==> config.mk <==
export PLATFORM = sky130hd
export DESIGN_NAME = irq_regif
export DESIGN_NICKNAME = d
export VERILOG_FILES = /design/src/rtl/irq_regif_pkg.sv /design/src/rtl/irq_regif_ctrl.sv /design/src/rtl/irq_regif_data.sv /design/src/rtl/irq_regif.sv
export SDC_FILE = /design/constraint.sdc
export NUM_CORES = 2
export LEC_CHECK = 0
export BUFFER_PORTS_ARGS = -buffer_cell sky130_fd_sc_hd__buf_2
export CAP_MARGIN = 20
export CELL_PAD_IN_SITES_DETAIL_PLACEMENT = 0
export CELL_PAD_IN_SITES_GLOBAL_PLACEMENT = 1
export CORE_MARGIN = 5
export CORE_UTILIZATION = 42
export CTS_CLUSTER_DIAMETER = 40
export DETAILED_ROUTE_END_ITERATION = 16
export GPL_TIMING_DRIVEN = 0
export HOLD_SLACK_MARGIN = 0.1
export PLACE_DENSITY_LB_ADDON = 0.25
export SYNTH_ARGS = -nofsm -noshare
export SYNTH_HDL_FRONTEND = slang
export SYNTH_SLANG_ARGS = --single-unit
==> constraint.sdc <==
create_clock -name clk -period 6.15 [get_ports clk]
set_clock_uncertainty 0.1 [all_clocks]
set_input_delay 0.3075 -clock clk [delete_from_list [all_inputs] [get_ports clk]]
set_output_delay 0.3075 -clock clk [all_outputs]
set_load 0.03 [all_outputs]
==> src/rtl/irq_regif_pkg.sv <==
package irq_regif_pkg;
  localparam logic [7:0]  IDX_ID    = 8'h00;
  localparam logic [7:0]  IDX_VER   = 8'h01;
  localparam logic [7:0]  IDX_ARB   = 8'h02;
  localparam logic [7:0]  IDX_ENTRY = 8'h10;
  localparam logic [31:0] ID_KEEP   = 32'h0F00_0000;
  localparam logic [31:0] LO_GUARD  = 32'h0000_5000;
  localparam logic [31:0] LO_RESET  = 32'h0001_0000;
  localparam logic [31:0] VER_CODE  = 32'h0000_0011;
  localparam logic [2:0]  FULL_SIZE = 3'd4;

  typedef enum logic [2:0] {
    RD_ZERO, RD_SEL, RD_ID, RD_VER, RD_LO, RD_HI, RD_ONES
  } rd_src_e;

  typedef struct packed {
    logic    respond;
    logic    err;
    logic    selWe;
    logic    idWe;
    logic    loWe;
    logic    hiWe;
    logic [7:0] pin;
    rd_src_e rdSrc;
  } strobe_t;
endpackage

==> src/rtl/irq_regif_ctrl.sv <==
module irq_regif_ctrl
  import irq_regif_pkg::*;
#(
  parameter int unsigned PINS   = 24,
  parameter int unsigned ADDR_W = 8
) (
  input  logic              busValid,
  input  logic              busWrite,
  input  logic [ADDR_W-1:0] busAddr,
  input  logic [2:0]        busSize,
  input  logic [7:0]        selQ,
  output strobe_t           st
);
  localparam int unsigned ENTRY_END = 16 + 2 * PINS;

  logic sizeOk, hitSel, hitWin, inEntry, oddWord;
  logic [7:0] entryOff;

  assign sizeOk   = busSize == FULL_SIZE;
  assign hitSel   = busAddr == ADDR_W'(0);
  assign hitWin   = busAddr == ADDR_W'(16);
  assign inEntry  = (selQ >= IDX_ENTRY) && ({24'd0, selQ} < 32'(ENTRY_END));
  assign entryOff = selQ - IDX_ENTRY;
  assign oddWord  = entryOff[0];

  always_comb begin
    st = '0;
    st.rdSrc   = RD_ZERO;
    st.respond = busValid;
    st.err     = busValid && !sizeOk;
    st.pin     = {1'b0, entryOff[7:1]};
    if (busValid && sizeOk) begin
      if (busWrite) begin
        if (hitSel) st.selWe = 1'b1;
        else if (hitWin) begin
          if (selQ == IDX_ID) st.idWe = 1'b1;
          else if (inEntry) begin
            st.loWe = !oddWord;
            st.hiWe = oddWord;
          end
        end
      end else begin
        if (hitSel) st.rdSrc = RD_SEL;
        else if (hitWin) begin
          if (selQ == IDX_ID || selQ == IDX_ARB) st.rdSrc = RD_ID;
          else if (selQ == IDX_VER) st.rdSrc = RD_VER;
          else if (inEntry) st.rdSrc = oddWord ? RD_HI : RD_LO;
        end else st.rdSrc = RD_ONES;
      end
    end
  end
endmodule

==> src/rtl/irq_regif_data.sv <==
module irq_regif_data
  import irq_regif_pkg::*;
#(
  parameter int unsigned PINS  = 24,
  parameter int unsigned PIN_W = 5
) (
  input  logic             clk,
  input  logic             rst_n,
  input  strobe_t          st,
  input  logic [31:0]      busWdata,
  input  logic             stsValid,
  input  logic [PIN_W-1:0] stsPin,
  input  logic             stsDeliv,
  input  logic             stsIrr,
  output logic [7:0]       selQ,
  output logic             rspValid,
  output logic             rspErr,
  output logic [31:0]      rspRdata,
  output logic             updValid,
  output logic [PIN_W-1:0] updPin
);
  localparam logic [31:0] VER_WORD = (32'(PINS - 1) << 16) | VER_CODE;

  logic [31:0] idQ;
  logic [31:0] loTab [PINS];
  logic [31:0] hiTab [PINS];
  logic [PIN_W-1:0] pinSel;
  logic [31:0] rdMux;

  assign pinSel = st.pin[PIN_W-1:0];

  always_ff @(posedge clk) begin
    if (!rst_n) begin
      selQ <= '0;
      idQ  <= '0;
    end else begin
      if (st.selWe) selQ <= busWdata[7:0];
      if (st.idWe)  idQ  <= busWdata & ID_KEEP;
    end
  end

  always_ff @(posedge clk) begin
    for (int p = 0; p < PINS; p++) begin
      if (!rst_n) begin
        loTab[p] <= LO_RESET;
        hiTab[p] <= '0;
      end else begin
        if (st.loWe && pinSel == PIN_W'(p))
          loTab[p] <= (loTab[p] & LO_GUARD) | (busWdata & ~LO_GUARD);
        if (stsValid && stsPin == PIN_W'(p)) begin
          loTab[p][12] <= stsDeliv;
          loTab[p][14] <= stsIrr;
        end
        if (st.hiWe && pinSel == PIN_W'(p)) hiTab[p] <= busWdata;
      end
    end
  end

  always_comb begin
    unique case (st.rdSrc)
      RD_SEL:  rdMux = {24'd0, selQ};
      RD_ID:   rdMux = idQ;
      RD_VER:  rdMux = VER_WORD;
      RD_LO:   rdMux = loTab[pinSel];
      RD_HI:   rdMux = hiTab[pinSel];
      RD_ONES: rdMux = '1;
      default: rdMux = '0;
    endcase
  end

  always_ff @(posedge clk) begin
    if (!rst_n) begin
      rspValid <= 1'b0;
      rspErr   <= 1'b0;
      rspRdata <= '0;
      updValid <= 1'b0;
      updPin   <= '0;
    end else begin
      rspValid <= st.respond;
      rspErr   <= st.err;
      rspRdata <= st.respond ? rdMux : '0;
      updValid <= st.loWe || st.hiWe;
      updPin   <= pinSel;
    end
  end
endmodule

==> src/rtl/irq_regif.sv <==
module irq_regif
  import irq_regif_pkg::*;
#(
  parameter int unsigned PINS   = 24,
  parameter int unsigned ADDR_W = 8,
  localparam int unsigned PIN_W = (PINS > 1) ? $clog2(PINS) : 1
) (
  input  logic              clk,
  input  logic              rst_n,
  input  logic              busValid,
  input  logic              busWrite,
  input  logic [ADDR_W-1:0] busAddr,
  input  logic [2:0]        busSize,
  input  logic [31:0]       busWdata,
  output logic              rspValid,
  output logic              rspErr,
  output logic [31:0]       rspRdata,
  input  logic              stsValid,
  input  logic [PIN_W-1:0]  stsPin,
  input  logic              stsDeliv,
  input  logic              stsIrr,
  output logic              updValid,
  output logic [PIN_W-1:0]  updPin
);
  strobe_t    st;
  logic [7:0] selQ;

  irq_regif_ctrl #(.PINS(PINS), .ADDR_W(ADDR_W)) u_ctrl (
    .busValid(busValid), .busWrite(busWrite), .busAddr(busAddr),
    .busSize(busSize), .selQ(selQ), .st(st)
  );

  irq_regif_data #(.PINS(PINS), .PIN_W(PIN_W)) u_data (
    .clk(clk), .rst_n(rst_n), .st(st), .busWdata(busWdata),
    .stsValid(stsValid), .stsPin(stsPin), .stsDeliv(stsDeliv), .stsIrr(stsIrr),
    .selQ(selQ), .rspValid(rspValid), .rspErr(rspErr), .rspRdata(rspRdata),
    .updValid(updValid), .updPin(updPin)
  );
endmodule

# After elaboration in Yosys (flattened, before gate mapping)
# Memory sizes are Yosys's and may differ from the RTL's.
# Cells that the tools add are included.
# Widths: inputs -> output; s select.
# word_totals
ramBits	1536
regBits	52
memories	2
elab_cells	602
in_bits	55
# mem_list
name	depth	word_bits	rd	rd_ports_with_merged_regs	write_ports	line_no	source
u_data.hiTab	24	32	1	0	24	irq_regif_data.sv:26	logic [31:0] hiTab [PINS];
u_data.loTab	24	32	25	0	24	irq_regif_data.sv:25	logic [31:0] loTab [PINS];
# op_classes
muxes	330
n_eq_ne	56
bitwise_logic	120
n_addsub	1
n_reduce_logical	84
n_lt_le_gt_ge	2
# op_table
operator	count
$mux 32	48
$or 15x32->32	24
$mux 1	268
$pmux 32 s6	1
$or 1x1->1	96
$eq 5x4->1 const B	16
$eq 5x5->1 const B	16
$logic_and 1x1->1	75
$eq 5x3->1 const B	8
$mux 3	9
$eq 5x2->1 const B	4
$logic_not 8->1	2
$eq 3x3->1 const B	4
$eq 5x1->1 const B	2
$logic_not 5->1	2
$eq 8x1->1 const B	1
$eq 8x2->1 const B	1
$eq 8x5->1 const B	1
$ge 8x5->1 const B	1
$lt 8x7->1 const B	1
$mux 4	2
$eq 3x2->1 const B	2
$sub 6x5->6 const B	1
$mux 2	2
4 further kinds	6

# Depth between registers and ports, before layout
# logic_depth
depth_word	14
mapped_depth	12

# Modules after synthesis
# A second synthesis with hierarchy kept.
# unflattened
hier_cells	4824
area_unflattened_um2	72360.6
# modules_own_cells
module	n_inst	area_each_um2	cells_each
irq_regif_data	1	72092.9	4786
irq_regif_ctrl	1	267.8	38

# Worst setup path after synthesis
# OpenSTA, ideal clock, no wires.
# synth_path
kind	register to register
start	register u_data.selQ[4]
end	memory u_data.hiTab[13][0] (enable)
setup_ps	466
slack_ps	1092
required_time_ps	5584
stages_incl_launch_ff	11
t_arrival_ps	4493
cell_sequence	dfxtp_1 -> buf_2 -> clkinv_1 -> clkbuf_1 -> ha_1 -> nor4b_2 -> a21oi_1 -> nor3_2 -> nand2_1 -> clkbuf_1 -> o21ai_0
# synth_rtl
item	line_no	source
start, declared	irq_regif_data.sv:15	output logic [7:0] selQ,
start signal, assigned	irq_regif_data.sv:37	if (st.selWe) selQ <= busWdata[7:0];
end, declared	irq_regif_data.sv:26	

==> results.md <==
* EDFF count, synth at 1536
* Total Die Area at 181000 µm²
* Clk root buf: clkbuf_16
* Final WL at 277000 µm
* Final period util at 1.06
* Compound-gate portion of the synthesized area at 0.0338
* Status: complete, but fails checks
* Global placer's final weighted congestion at 1.01
* Crit path DAT at 7.16 ns
* Sw frac at 0.228
* GR Util All Layers at 0.304
* RSZ-0062 raised after global routing: yes
* Global-route wire length before repair at 373000 µm
* Simple-gate share of the synthesized area at 0.159
* Site Rows at 152
* Clk pwr share at 0.513
* Final min period at 6.53 ns
* I/O pin count at between 90 and 100
* Largest family of logic cells by synthesized area: simple AND/OR/NAND/NOR gates
* Comb power frac at 0.037
* CP delay by family, top: simple AND/OR/NAND/NOR gates
* Xor/xnor share of the synthesized area at 0
* Die X at 425 µm
* Die H at 425 µm
* Worst R2R End: u_data.hiTab[13][16]$_SDFFCE_PN0P_
* Worst Path Required at roughly 6.8 ns
* # setup viols final at 310
* Failing checks: setup timing
* Fill cell count at 14307
* CP max-delay cell: nor2_2
* Critical Path Fanout Max at 12
* # DRC at 0
* ANT nets after route at 0
* Final worst slack at -0.384 ns
* Initial antenna violation count at 37
* Clk slew on worst S/H paths at 0.06 ns
* Leakage at 30.5 nW
* Starting Density at 0.422
* Highest Clock Rate at 0.153 GHz
* Grt total ovfl at 0
* Later-pin clock latency in the skew report at 0.87 ns
* Worst vdd ir at between 0.2 and 0.3 mV
* Actual slew at the worst max-slew pin at 1.29 ns
* Most common cell in the netlist: edfxtp_1
* Proportion of synthesized area in mux cells at 0.122
* Fraction of layout cells with a size suffix above 1 at 0.224
* Synth unique cells at 69
* H-tree levels at 4
* Placement Cell Area at 77600 µm²
* Seq/Total Area, Yosys at 0.652
* Design area at 86700 µm²
* CP endpoint kind: flop
* Crit-path max cell delay at ~0.73 ns
* Ys Warns at 0
* Relative slew slack at 0.137
* Hold Path Sink: u_data.selQ[0]$_SDFFE_PN0P_
* Largest buffer count on any clock path at 3
* Top cell type by total area after synthesis: edfxtp_1
* Via density at 5.91
* Syn Nets at 4844
* Reg power frac at 0.450
* Worst R2R Path Depth at 10
* Startpoint type of the worst setup path: flop
* Post-Synthesis Cells at 4786
* Mean Syn Cell Area at 15.1 µm²
* TritonCTS buffer count at 238
* Final hold viol count at 0
* Mapped cell area at 72300 µm²
* Number of buffers and inverters on the critical path at 4
* R2r setup slk at -0.38 ns
* Post-synthesis adder-cell area fraction at 0.000519
* CP Class: reg -> reg
* Seq. cell area at 47200 µm²
* Vias in the first global route at 45364
* DR iter-0 viols at between 6000 and 7000
* Multi-input logic area at roughly 23000 µm²
* Port Buf Inserts at roughly 60
* Pint at 21.2 mW
* Pwr Total at 27.4 mW
* Async SR Flop Fraction at 0
* Routed via count at 45858
* HPWL Detailed at between 150000 and 200000 µm
* Area growth from synthesis to layout at 20.0%
* Total core area at 171000 µm²
* Max Cap Viol at 0
* Hold Path Cell Cnt at 6
* Post-synth top cells: edfxtp_1 (1536), and2_1 (1477), mux4_2 (363)
* CTS tree: yes
* Post-synthesis register bit count at 1588
* Finished Core Util at 0.506
* Pin count of the biggest net entering global routing at 24
* Top_reg_cell synth: edfxtp_1
* Hold Crit Class: in -> reg
* Worst path cell trace: buf_2 -> clkinv_1 -> clkbuf_2 -> ha_1 -> nand2_1 -> nor2_2 -> nand2_1 -> nor2_2 -> clkbuf_1 -> and2_1
* Wire per inst at about 36 µm
* DRT Pass-1 Iters at 8
* Net switching power figure at approximately 6.2 mW
* Reg-to-Reg Start: u_data.selQ[4]$_SDFFE_PN0P_
* Sink Count at 1588
* Final net count at 5291
* Pwr Density at ~320 nW/µm²
* Largest cells by area after synthesis: edfxtp_1 (64%), and2_1 (13%), mux4_2 (11%)
* Min Hold Slack at 0.151 ns
* Share of the synthesized area in the top cell type at 0.638
* Final-report max-slew violation count at 0
* Hold wc startpoint: busAddr[1]
-- how the worst max path moves through the flow --
stage | start | end | cells past startpoint
6_report | u_data.selQ[4]$_SDFFE_PN0P_ | u_data.hiTab[13][16]$_SDFFCE_PN0P_ | 10
5_1_grt | u_data.selQ[4]$_SDFFE_PN0P_ | u_data.hiTab[13][15]$_SDFFCE_PN0P_ | 10
4_1_cts | u_data.selQ[4]$_SDFFE_PN0P_ | u_data.rspRdata[31]$_SDFF_PN0_ | 12
3_5_place_dp | u_data.selQ[4]$_SDFFE_PN0P_ | u_data.rspRdata[24]$_SDFF_PN0_ | 10
3_3_place_gp | u_data.selQ[4]$_SDFFE_PN0P_ | u_data.loTab[13][11]$_SDFFCE_PN0P_ | 8
2_1_floorplan | u_data.selQ[4]$_SDFFE_PN0P_ | u_data.hiTab[13][0]$_SDFFCE_PN0P_ | 10
-- sequential cells by signal, indices dropped and copies added (netlist names) --
signal           cells
u_data.loTab       768
u_data.rspRdata     32
u_data.rspErr        1
u_data.updValid      1
u_data.hiTab       768
u_data.selQ          8
u_data.updPin        5
u_data.rspValid      1
u_data.idQ           4
-- through the flow --
| stage | std cells | setup slack (ns) | setup TNS [ns] |
|---|---|---|---|
| global route | 7754 | -0.0284 | -0.181 |
| finish | 7762 | -0.384 | -22.12 |
| global placement | 7157 | -4.97 | -5878.07 |
| detailed placement | 7228 | -0.560 | -17.30 |
| CTS | 7738 | 0.000657 | 0 |
| floorplan | 4786 | 1.09 | 0 |
-- per-layer routing --
layer | vias to the layer above | GRT usage | share of wire
met1 | 23615 | 0.398 | 0.38
met2 | 2916 | 0.464 | 0.45
met4 | 4 | 0.167 | 0.065
met5 | - | 0 | 0.00012
li1 | 18673 | - | -
met3 | 650 | 0.0797 | 0.11
-- layout make-up --
class	instances	share of cell area
antenna	11	0.000317
buffer	475	0.0264
clock buffer	273	0.0716
clock inverter	175	0.0242
inverter	11	0.000476
multi-input combinational	2712	0.270
sequential	1588	0.544
tap	2310	0.0333
timing repair buffer	207	0.0300
-- power groups by stage --
| stage | Combinational [mW] | Sequential [mW] | Clock, mW |
|---|---|---|---|
| after global placement | 0.820 | 12.6 | 0 |
| after detailed placement | 0.959 | 12.5 | 0 |
| after floorplan | 0.427 | 12.5 | 0 |
| final | 1.01 | 12.3 | 14.0 |
| after CTS | 1.00 | 12.3 | 14.1 |
| after global routing | 1.04 | 12.4 | 14.6 |
-- placed cells by master (no fill, tap or decap), types with 33 or more instances in the layout --
cell type and count:
a21oi_1 66, a22oi_1 34, and2_1 1477, buf_12 33, buf_2 162, buf_4 49, clkbuf_1 310, clkbuf_16 242
dfxtp_1 52, dlygate4sd3_1 64, edfxtp_1 1536, mux2i_1 55, mux4_2 363, nand2_1 121, nor2_1 86, o21ai_0 39
o21ai_4 48, o22ai_1 90
-- worst reg2reg max path: cells and delay by family (launching register included) --
family,cells,cell delay [ns]
AND/OR/NAND/NOR,5,2.91
flip-flops,1,0.43
adder cells (fa/ha/maj),1,0.66
buffers and inverters,4,2.31
-- logic make-up after synthesis --
| logic type | count (synthesis) |
|---|---|
| AOI/OAI and AO/OA | 385 |
| adders and majority gates | 3 |
| buffers and inverters | 486 |
| DFF | 1588 |
| muxes | 428 |
| and+or+nand+nor | 1896 |
-- what timing repair did --
item / 4_1_cts / 5_1_grt
resized for setup: 12 / 13
hold buffers: 62 / 2
pin swaps: 1 / 1
buffers inserted: 0 / 2
hold endpoints to repair: 1053 / 26
setup endpoints to repair: 103 / 26
cloned: 0 / 0
No activity file was read; power rests on OpenSTA's default activity.
